`src/rtl/err_status_pkg.sv`:
```
package err_status_pkg;
  localparam int unsigned NUM_BITS = 8;
  localparam int unsigned NUM_COND = 4;

  localparam int unsigned BIT_TIMEOUT = 7;
  localparam int unsigned BIT_BREAK   = 3;

  typedef enum logic [1:0] {
    CLR_ON_READ   = 2'd0,
    CLR_NEVER     = 2'd1,
    CLR_READ_IDLE = 2'd2
  } clr_policy_e;

  function automatic clr_policy_e policy_of(int unsigned idx);
    if (idx == BIT_TIMEOUT) return CLR_NEVER;
    if (idx == BIT_BREAK)   return CLR_READ_IDLE;
    return CLR_ON_READ;
  endfunction
endpackage

```
`src/rtl/err_sticky_bit.sv`:
```
module err_sticky_bit
  import err_status_pkg::*;
#(
  parameter clr_policy_e POLICY = CLR_ON_READ
) (
  input  logic clk_i,
  input  logic rst_ni,
  input  logic active_i,
  input  logic set_i,
  input  logic rd_i,
  input  logic hold_i,
  output logic q_o
);
  logic q_q;
  logic clr_allow;

  generate
    if (POLICY == CLR_NEVER) begin : g_never
      assign clr_allow = 1'b0;
    end else if (POLICY == CLR_READ_IDLE) begin : g_idle
      assign clr_allow = ~hold_i;
    end else begin : g_read
      assign clr_allow = 1'b1;
    end
  endgenerate

  // set has priority so a same-cycle event survives the read
  always_ff @(posedge clk_i or negedge rst_ni) begin
    if (!rst_ni)        q_q <= 1'b0;
    else if (!active_i) q_q <= 1'b0;
    else if (set_i)     q_q <= 1'b1;
    else if (rd_i && clr_allow) q_q <= 1'b0;
  end

  assign q_o = q_q;

  p_set_holds_r3: assert property (@(posedge clk_i) disable iff (!rst_ni)
    (active_i && set_i) |=> (q_o || !active_i));

  p_idle_no_tick_r2: assert property (@(posedge clk_i) disable iff (!rst_ni)
    (!q_o && !set_i) |=> !q_o);

  generate
    if (POLICY == CLR_NEVER) begin : g_a_never
      p_timeout_ignores_read_r4: assert property (@(posedge clk_i) disable iff (!rst_ni)
        (active_i && q_o && rd_i) |=> (q_o || !active_i));
    end else if (POLICY == CLR_READ_IDLE) begin : g_a_idle
      p_break_held_r5: assert property (@(posedge clk_i) disable iff (!rst_ni)
        (active_i && q_o && rd_i && hold_i) |=> (q_o || !active_i));
    end else begin : g_a_read
      p_read_clears_r3: assert property (@(posedge clk_i) disable iff (!rst_ni)
        (q_o && rd_i && !set_i) |=> !q_o);
    end
  endgenerate
endmodule

```
`src/rtl/err_cond_level.sv`:
```
module err_cond_level (
  input  logic clk_i,
  input  logic rst_ni,
  input  logic active_i,
  input  logic set_i,
  input  logic end_i,
  output logic lvl_o
);
  logic lvl_q;

  always_ff @(posedge clk_i or negedge rst_ni) begin
    if (!rst_ni)        lvl_q <= 1'b0;
    else if (!active_i) lvl_q <= 1'b0;
    else if (set_i)     lvl_q <= 1'b1;
    else if (end_i)     lvl_q <= 1'b0;
  end

  assign lvl_o = lvl_q;

  p_eof_drops_r7: assert property (@(posedge clk_i) disable iff (!rst_ni)
    (end_i && !set_i) |=> !lvl_o);

  p_level_holds_r7: assert property (@(posedge clk_i) disable iff (!rst_ni)
    (active_i && lvl_o && !end_i) |=> (lvl_o || !active_i));
endmodule

```
`src/rtl/err_status_reg.sv`:
```
module err_status_reg
  import err_status_pkg::*;
(
  input  logic                clk_i,
  input  logic                rst_ni,
  input  logic                en_i,
  input  logic                dis_i,
  input  logic                tick_i,
  input  logic [NUM_BITS-1:0] evt_i,
  input  logic                eof_i,
  input  logic                brk_active_i,
  input  logic                rd_i,
  output logic [NUM_BITS-1:0] status_o,
  output logic [NUM_COND-1:0] cond_o
);
  logic                active;
  logic [NUM_BITS-1:0] set_vec;
  logic                eof_tick;

  assign active   = en_i & ~dis_i;
  assign set_vec  = evt_i & {NUM_BITS{tick_i}};
  assign eof_tick = eof_i & tick_i;

  for (genvar b = 0; b < NUM_BITS; b++) begin : g_bit
    err_sticky_bit #(.POLICY(policy_of(b))) u_bit (
      .clk_i    (clk_i),
      .rst_ni   (rst_ni),
      .active_i (active),
      .set_i    (set_vec[b]),
      .rd_i     (rd_i),
      .hold_i   (brk_active_i),
      .q_o      (status_o[b])
    );
  end

  for (genvar k = 0; k < NUM_COND; k++) begin : g_cond
    err_cond_level u_cond (
      .clk_i    (clk_i),
      .rst_ni   (rst_ni),
      .active_i (active),
      .set_i    (set_vec[k]),
      .end_i    (eof_tick),
      .lvl_o    (cond_o[k])
    );
  end

  p_off_clears_r6: assert property (@(posedge clk_i) disable iff (!rst_ni)
    !active |=> (status_o == '0 && cond_o == '0));

  p_no_tick_no_set_r2: assert property (@(posedge clk_i) disable iff (!rst_ni)
    (!tick_i && status_o == '0) |=> (status_o == '0));
endmodule

```
`config.mk`:
```
export PLATFORM = sky130hd
export DESIGN_NAME = err_status_reg
export DESIGN_NICKNAME = d
export VERILOG_FILES = /design/src/rtl/err_status_pkg.sv /design/src/rtl/err_sticky_bit.sv /design/src/rtl/err_cond_level.sv /design/src/rtl/err_status_reg.sv
export SDC_FILE = /design/constraint.sdc
export NUM_CORES = 1
export LEC_CHECK = 0
export CAP_MARGIN = 0
export CORE_ASPECT_RATIO = 0.75
export CORE_MARGIN = 3
export CORE_UTILIZATION = 35
export CTS_CLUSTER_DIAMETER = 120
export CTS_CLUSTER_SIZE = 20
export DETAILED_ROUTE_END_ITERATION = 16
export PLACE_DENSITY_LB_ADDON = 0.1
export SYNTH_ARGS = -nofsm -noshare
export SYNTH_HDL_FRONTEND = slang
export SYNTH_SLANG_ARGS = --single-unit
```
`constraint.sdc`:
```
create_clock -name clk_i -period 0.9 [get_ports clk_i]
set_input_delay 0.225 -clock clk_i [delete_from_list [all_inputs] [get_ports clk_i]]
set_output_delay 0.225 -clock clk_i [all_outputs]
set_load 0.05 [all_outputs]
```
==> out/summary.txt, run 1 <==
Worst setup slack after layout: -178 ps
Largest net degree at the start of global routing: 13
Least-Margin Pin Slew: 201 ps
Failing checks: negative setup slack
Pwr Density: 1150 nW/um^2
WL/cell: 12.5 um
Antenna violations before repair: 0
RSZ-0062 raised after global routing: yes
Slowest stage cell, crit path: dfrtp_1
CP peak stage delay: 420 ps
Largest fanout on the critical path: 2
Final wirelength: 1.31 mm
CTS tree: done
DIE AREA: 2310 um^2
Number of global-route vias before repair: 458
Kind of critical path: flip-flop to output port
Crit end category: output port
H-tree levels: 1
GRT overflow: 0
Clk_lat worst skew: 270 ps
Top delay family on crit path: flip-flops
Hold WS: 286 ps
TritonCTS Sinks: 12
Share of post-route cells with drive strength above 1: 50.0%
Leakage: 0.459 nW
Crit. Startpoint: g_cond[2].u_cond.lvl_o
Cts hold-fix bufs: 0
Area Overhead vs Synth: 70.8%
Top post-synthesis cells by area: dfrtp_1 49%, buf_4 15%, a21oi_2 9.9%
Starting Density: 39.2%
CP startpoint kind: flip-flop
Setup TNS: -1980 ps
Buf/Inv on CP: 1
Dpl cells: 94
Residual DRC: 0
Nets: 102
Top cell type by total area after synthesis: dfrtp_1
Max-capacitance violation count: 0
Mapped Nets: 73
Worst min path class: input port to asynchronous set/reset pin
Tmin final: 1080 ps
CP arrival: 850 ps
Vias: 457
Die width: 54.5 um
Gr usage total: 13.2%
Warnings, synthesis: 0
Worst slew margin: 86.6%
Num CTS Buffers: 3
R2r startpoint: g_bit[5].u_bit.q_o
Setup Viol. Count Final: 12
Fmax: 927 MHz
Post-route insts no fill: 105
Port Buffers: 27
Row count: 12
Share of the synthesized area in the top cell type: 48.6%
Count of antenna-violating nets left after detailed routing: 0
Avg Synthesized Cell Area: 10.8 um^2
Via-per-instance ratio: 4.35
DR iter-0 viols: 3
Layout fillers: 122
Clock Path Buffers: 2
Core box area: 1580 um^2
Die height: 42.4 um
CTS clk-pin slew, worst paths: 70 ps
GP Congestion: 0.773
Diodes inserted: 0
Final Cycle Share: 120%
Worst Skew: 0 ps
Final Max Slew Viols: 0
Peak VDD IR: 0.920 mV
R2R setup slack: 30 ps
Worst path required time: 670 ps
Root Driver: clkbuf_4
Total power: 1.22 mW
Post-synthesis cell type count: 13
Critical-path cell list: buf_12
Outcome: finished, violations left
Register area share after synthesis: 48.6%
Ports: 28
Yosys reg bits: 12
First-pass detailed-route iteration total: 2
Dpl hpwl: 1.00 mm
Mapped Area: 618 um^2
Post-Synthesis Cells: 57
Final hold vios: 0
Commonest non-fill, non-tap cells in the layout: 14 x clkdlybuf4s50_1, 14 x buf_12, 12 x dfrtp_1
Final core occ: 67.0%
First-pass GRT wire length: 2.10 mm
[path summary, 6_finish.rpt]
path | to | cells past startpoint
min reg2reg | g_bit[7].u_bit.q_o | 2
max | cond_o[2] | 1
max reg2reg | g_bit[5].u_bit.q_o | 3
max in group asynchronous | g_bit[5].u_bit.q_o | 2
min in group clk_i | g_cond[3].u_cond.lvl_o | 4
min | g_bit[3].u_bit.q_o | 2
[synth_stat cells, drive strengths merged]
library cell  number
a21oi              9
nand2b             1
dfrtp             12
buf               14
a22oi              3
inv                1
nand2             12
nor2               4
o21ai              1
[cell type report]
type / count / area, um^2 / share of cell area, %
sequential: 12 / 300 / 28.4
multi-input combinational: 30 / 206 / 19.5
tap: 21 / 26.3 / 2.49
timing repair buffer: 38 / 497 / 47.0
inverter: 1 / 3.75 / 0.355
clock buffer: 3 / 22.5 / 2.13
[report_power, final]
part           leakage [nW]  switching, mW  internal, mW
sequential            0.164         0.0182         0.556
combinational         0.281          0.147         0.177
clock                0.0138          0.164         0.155
[kinds of logic (layout without fill, tap and decap cells)]
kind of cell           count (synthesis)  after routing  share of synthesized area [%]
buffers and inverters                 15             42                           18.8
and+or+nand+nor                       17             17                           16.6
DFF                                   12             12                           48.6
AOI/OAI and AO/OA                     13             13                           16.0
[what timing repair did]
item,CTS,global route
gates resized for setup,1,2
setup buffers,6,2
endpoints found under the hold margin,0,0
pin swaps,0,1
endpoints found under the setup margin,16,16
gates cloned,0,0
[metrics by stage]
stage / cell area [um^2] / setup slack [ps]
floorplan: 618 / 126
global placement: 970 / -306
detailed placement: 970 / -320
CTS: 1040 / -204
global route: 1060 / -223
finish: 1060 / -178
[metal layers]
layer  GRT usage, %  wire [um]
met5              0          0
met4           4.48          0
met3           6.76         90
met2           20.5        658
met1           15.5        560
[flip-flops by register name (all words and copies together) (netlist names)]
register,cells
g_cond.u_cond.lvl_o,4
g_bit.u_bit.q_o,8
Power figures use the tool's default switching activity.
==> inputs of run 2 (changes only) <==
--- a/config.mk
+++ b/config.mk
@@ -13,6 +13,7 @@
 export CTS_CLUSTER_SIZE = 20
 export DETAILED_ROUTE_END_ITERATION = 16
 export PLACE_DENSITY_LB_ADDON = 0.1
+export SLEW_MARGIN = 5
 export SYNTH_ARGS = -nofsm -noshare
 export SYNTH_HDL_FRONTEND = slang
 export SYNTH_SLANG_ARGS = --single-unit
==> constraint.sdc (replaced) <==
create_clock -name clk_i -period 1.2 [get_ports clk_i]
set_input_delay 0.3 -clock clk_i [delete_from_list [all_inputs] [get_ports clk_i]]
set_output_delay 0.3 -clock clk_i [all_outputs]
set_load 0.05 [all_outputs]
==> run 2 against run 1 <==
Compared with the run above: the run now ends clean; routed wire length is 5.8% lower; highest routed layer is now met4; clock-buffer cell count is 1 higher; cell count is 3.8% lower.
==> out/summary.txt, run 2 (same netlist as run 1, synthesis figures left out) <==
Outcome: finished clean (was finished, violations left)
Worst reg2reg endpoint: g_cond[2].u_cond.lvl_o (was g_bit[5].u_bit.q_o)
Kind of critical path: flip-flop to output port (unchanged)
CTS tree: done (unchanged)
Pwr Density: 957 nW/um^2 (was 1150 nW/um^2)
Num CTS Buffers: 3 (unchanged)
Commonest non-fill, non-tap cell in the layout: clkdlybuf4s50_1
WL/cell: 12.2 um (was 12.5 um)
Top delay family on crit path: flip-flops (unchanged)
GP Congestion: 0.809 (was 0.773)
Fmax: 864 MHz
Tmin final: 1160 ps
Root Driver: clkbuf_4 (unchanged)
RSZ-0062 raised after global routing: no (was yes)
H-tree levels: 1 (unchanged)
Largest net degree at the start of global routing: 13 (unchanged)
Worst R2R Path Depth: 3 (unchanged)
Number of global-route vias before repair: 398 (was 458)
Ports: 28 (unchanged)
Antenna violations before repair: 0 (unchanged)
Count of antenna-violating nets left after detailed routing: 0 (unchanged)
Worst path required time: 900 ps (was 670 ps)
Clk_lat worst skew: 270 ps (about the same)
First-pass detailed-route iteration total: 4 (was 2)
Residual DRC: 0 (unchanged)
Port Buffers: 27 (unchanged)
First-pass GRT wire length: 1.97 mm (was 2.10 mm)
Peak VDD IR: 0.623 mV (was 0.920 mV)
Worst min path class: input port to asynchronous set/reset pin (unchanged)
Clock Path Buffers: 2 (unchanged)
GRT overflow: 0 (unchanged)
Die width: 54.5 um (unchanged)
Via-per-instance ratio: 4.48 (was 4.35)
R2R setup slack: 410 ps (was 30 ps)
Final Cycle Share: 96.5%
Least-Margin Pin Slew: 241 ps (was 201 ps)
Leakage: 0.434 nW (was 0.459 nW)
Final hold vios: 0 (unchanged)
Setup TNS: 0 ps (was -1980 ps)
CTS clk-pin slew, worst paths: 70 ps (about the same)
DR iter-0 viols: 6 (was 3)
Diodes inserted: 0 (unchanged)
Worst slew margin: 83.9% (was 86.6%)
R2r startpoint: g_cond[2].u_cond.lvl_o (was g_bit[5].u_bit.q_o)
DIE AREA: 2310 um^2 (unchanged)
CP startpoint kind: flip-flop (unchanged)
Final wirelength: 1.23 mm (was 1.31 mm)
Nets: 97 (was 102)
Share of post-route cells with drive strength above 1: 45.0% (was 50.0%)
Row count: 12 (unchanged)
Slowest stage cell, crit path: dfrtp_1 (unchanged)
Max-capacitance violation count: 0 (unchanged)
Gr usage total: 11.9% (was 13.2%)
Dpl hpwl: 995 um (was 1.00 mm)
Vias: 452 (was 457)
Critical-path cell list: buf_12 (unchanged)
Largest fanout on the critical path: 2 (unchanged)
Buf/Inv on CP: 1 (unchanged)
CP peak stage delay: 420 ps (about the same)
Area Overhead vs Synth: 64.4% (was 70.8%)
Hold WS: 330 ps (was 286 ps)
Die height: 42.4 um (unchanged)
Starting Density: 39.2% (unchanged)
Core box area: 1580 um^2 (unchanged)
Commonest non-fill, non-tap cells in the layout: 15 x clkdlybuf4s50_1, 13 x buf_12, 12 x dfrtp_1 (was 14 x clkdlybuf4s50_1, 14 x buf_12, 12 x dfrtp_1)
Final Max Slew Viols: 0 (unchanged)
CTS resizes: 0 (was 1)
Setup Viol. Count Final: 0 (was 12)
Max reg flops: 8 (unchanged)
TritonCTS Sinks: 12 (unchanged)
Worst Skew: 0 ps (unchanged)
CP arrival: 860 ps (was 850 ps)
Crit end category: output port (unchanged)
## run 2: changes by cell type in the layout (fill, tap and decap cells not counted)
cell             before  now
buf_4                 9    5
a22oi_1               2    3
a22oi_2               1    0
buf_12               14   13
clkbuf_8              0    1
clkdlybuf4s50_1      14   15
dlygate4sd2_1         1    0
inv_1                 0    1
inv_2                 1    0
## run 2: per-stage QoR
step / cell area (um^2) / total power [mW] / worst slack (ps) / util [%] / std cells
2_1_floorplan: 618 / 0.549 / 351 / - / 57
5_1_grt: 1020 / 1.04 / 2.21 / 64.4 / 101
3_3_place_gp: 957 / 0.665 / -83.7 / 60.7 / 94
6_report: 1020 / 0.972 / 42.2 / 64.4 / 101
4_1_cts: 993 / 0.985 / 22.5 / 63.0 / 98
3_5_place_dp: 957 / 0.665 / -85.2 / 60.7 / 94
## run 2: repair_timing
action                     4_1_cts  5_1_grt
setup buffers                    0        3
hold buffers                     0        0
setup endpoints to repair        0        3
## run 2: layer usage
layer | track usage, % | wire, um
met1 | 16.4 | 572
met3 | 5.34 | 89
met4 | 2.99 | 9
met2 | 16.7 | 561
met5 | 0 | 0
## run 2: worst max path at each step
stage,startpoint,to,slack [ps],cells after the start
floorplan,g_cond[0].u_cond.lvl_o,cond_o[0],350,1
global placement,tick_i,g_bit[4].u_bit.q_o,-80,4
detailed placement,tick_i,g_bit[4].u_bit.q_o,-90,4
CTS,g_cond[2].u_cond.lvl_o,cond_o[2],20,1
global route,g_bit[0].u_bit.q_o,status_o[0],2,1
finish,g_cond[2].u_cond.lvl_o,cond_o[2],40,1
## run 2: cell type report
cell class                      instances  area, um^2
Clock buffer                            4        36.3
Fill cell                             134         561
Inverter                                1        3.75
Multi-Input combinational cell         30         201
Sequential cell                        12         300
Tap cell                               21        26.3
Timing Repair Buffer                   33         448
## run 2: power by group
group | internal (mW) | switching (mW)
combinational | 0.123 | 0.107
sequential | 0.417 | 0.0140
clock | 0.184 | 0.128
==> inputs of run 3 (changes only) <==
--- a/config.mk
+++ b/config.mk
@@ -12,7 +12,9 @@
 export CTS_CLUSTER_DIAMETER = 120
 export CTS_CLUSTER_SIZE = 20
 export DETAILED_ROUTE_END_ITERATION = 16
+export HOLD_SLACK_MARGIN = 0.08
 export PLACE_DENSITY_LB_ADDON = 0.1
+export SETUP_SLACK_MARGIN = 0.15
 export SLEW_MARGIN = 5
 export SYNTH_ARGS = -nofsm -noshare
 export SYNTH_HDL_FRONTEND = slang
==> run 3 against run 2 <==
Compared with the run above: clock-buffer cell count unchanged; combinational power up 2%; critical path depth unchanged; cell count up 3.0%; register-to-register slack worse by 90 ps; setup slack better by 9.4 ps; global-route usage up 0.072 points; first-iteration DRC count up 17%; highest routed layer unchanged.
==> out/summary.txt, run 3 (same netlist as run 1, synthesis figures left out) <==
Dpl cells: 94 (unchanged)
Area Overhead vs Synth: 68.0% (was 64.4%)
Worst R2R Path Depth: 3 (unchanged)
Die height: 42.4 um (unchanged)
Tmin final: 1150 ps (was 1160 ps)
Worst reg2reg endpoint: g_bit[5].u_bit.q_o (was g_cond[2].u_cond.lvl_o)
Die width: 54.5 um (unchanged)
Clk_lat worst skew: 270 ps (about the same)
Least-Margin Pin Slew: 238 ps (was 241 ps)
Root Driver: clkbuf_4 (unchanged)
Layout fillers: 134 (unchanged)
DIE AREA: 2310 um^2 (unchanged)
Vias: 460 (was 452)
Max-capacitance violation count: 0 (unchanged)
Gr usage total: 12.0% (was 11.9%)
GRT overflow: 0 (unchanged)
Max reg flops: 8 (unchanged)
Largest net degree at the start of global routing: 13 (unchanged)
Row count: 12 (unchanged)
Sw power: 0.251 mW (was 0.249 mW)
Buf/Inv on CP: 1 (unchanged)
Setup Viol. Count Final: 0 (unchanged)
Dpl hpwl: 995 um (unchanged)
Critical-path cell list: buf_12 (unchanged)
Final hold vios: 0 (unchanged)
Pwr Density: 942 nW/um^2 (was 957 nW/um^2)
CTS resizes: 0 (unchanged)
Diodes inserted: 0 (unchanged)
Crit end category: output port (unchanged)
Register share of total power: 44.0% (was 44.3%)
Residual DRC: 0 (unchanged)
Number of global-route vias before repair: 407 (was 398)
R2r startpoint: g_bit[5].u_bit.q_o (was g_cond[2].u_cond.lvl_o)
CP startpoint kind: flip-flop (unchanged)
Worst path required time: 900 ps (about the same)
Worst slew margin: 84.1% (was 83.9%)
First-pass detailed-route iteration total: 4 (unchanged)
Via-per-instance ratio: 4.42 (was 4.48)
Final Cycle Share: 95.7% (was 96.5%)
H-tree levels: 1 (unchanged)
Fmax: 871 MHz (was 864 MHz)
Port Buffers: 27 (unchanged)
GP Congestion: 0.809 (unchanged)
DP Area: 957 um^2 (unchanged)
Worst Skew: 0 ps (unchanged)
Nets: 100 (was 97)
Leakage: 0.451 nW (was 0.434 nW)
Internal power: 0.727 mW (was 0.724 mW)
CP peak stage delay: 420 ps (about the same)
Peak VDD IR: 0.625 mV (was 0.623 mV)
Final Max Slew Viols: 0 (unchanged)
Total power: 0.978 mW (was 0.972 mW)
Switch share: 25.7% (was 25.6%)
TritonCTS Sinks: 12 (unchanged)
Core box area: 1580 um^2 (unchanged)
Worst min path class: input port to asynchronous set/reset pin (unchanged)
Outcome: finished clean (unchanged)
DR iter-0 viols: 7 (was 6)
Ports: 28 (unchanged)
Largest fanout on the critical path: 2 (unchanged)
Commonest non-fill, non-tap cell in the layout: clkdlybuf4s50_1 (unchanged)
Clock power share: 32.1% (about the same)
Final wirelength: 1.24 mm (was 1.23 mm)
Starting Density: 39.2% (unchanged)
Count of antenna-violating nets left after detailed routing: 0 (unchanged)
CP arrival: 850 ps (was 860 ps)
WL/cell: 12.0 um (was 12.2 um)
Share of post-route cells with drive strength above 1: 47.0% (was 45.0%)
Combinational fraction of design power: 23.9% (was 23.6%)
CTS tree: done (unchanged)
Final instance area: 1040 um^2 (was 1020 um^2)
Commonest non-fill, non-tap cells in the layout: 15 x clkdlybuf4s50_1, 13 x buf_12, 12 x dfrtp_1 (unchanged)
Top delay family on crit path: flip-flops (unchanged)
First-pass GRT wire length: 1.97 mm (about the same)
Num CTS Buffers: 3 (unchanged)
CTS clk-pin slew, worst paths: 70 ps (about the same)
RSZ-0062 raised after global routing: yes (was no)
Post-route insts no fill: 104 (was 101)
Kind of critical path: flip-flop to output port (unchanged)
Antenna violations before repair: 0 (unchanged)
Clock Path Buffers: 2 (unchanged)
R2R setup slack: 320 ps (was 410 ps)
Slowest stage cell, crit path: dfrtp_1 (unchanged)
[run 3: per-stage QoR]
step	worst slack [ps]	utilization, %	setup TNS [ps]	hold WS (ps)
2_1_floorplan	351	-	0	4.41
3_3_place_gp	-83.7	60.7	-662	543
3_5_place_dp	-85.2	60.7	-717	554
4_1_cts	38.4	64.9	0	328
5_1_grt	2.20	65.9	0	320
6_report	51.7	65.9	0	328
[run 3: worst max path at each step]
| stage | startpoint | to | slack, ps | cells after the start |
|---|---|---|---|---|
| 6_report | g_bit[3].u_bit.q_o | status_o[3] | 50 | 1 |
| 5_1_grt | g_bit[0].u_bit.q_o | status_o[0] | 2 | 1 |
| 4_1_cts | g_bit[3].u_bit.q_o | status_o[3] | 40 | 1 |
| 3_5_place_dp | tick_i | g_bit[4].u_bit.q_o | -90 | 4 |
| 3_3_place_gp | tick_i | g_bit[4].u_bit.q_o | -80 | 4 |
| 2_1_floorplan | g_cond[0].u_cond.lvl_o | cond_o[0] | 350 | 1 |
[run 3: repair_timing]
item / in CTS / in global routing
endpoints found under the setup margin: 12 / 12
buffers inserted: 4 / 2
hold buffers: 0 / 0
[run 3: metal layers]
| layer | global-route usage, % | part of all wire [%] | wire length (um) |
|---|---|---|---|
| met1 | 16.7 | 46 | 575 |
| met2 | 16.7 | 46 | 568 |
| met4 | 2.99 | 0.72 | 9 |
| met5 | 0 | 0 | 0 |
| met3 | 5.34 | 7.3 | 91 |
[run 3: power by group through the flow]
stage               Combinational [mW]  Sequential [mW]  Clock (mW)
floorplan                        0.118            0.430           0
global placement                 0.225            0.439           0
detailed placement               0.226            0.439           0
CTS                              0.234            0.430       0.327
global route                     0.246            0.432       0.363
finish                           0.234            0.430       0.314
[run 3: layout make-up]
type / instances / area [um^2] / area share (%)
repair buffers: 36 / 470 / 45.3
flip-flops and latches: 12 / 300 / 28.9
multi-input cells: 30 / 201 / 19.4
clock buffers: 4 / 36.3 / 3.49
well taps: 21 / 26.3 / 2.53
inverters: 1 / 3.75 / 0.361
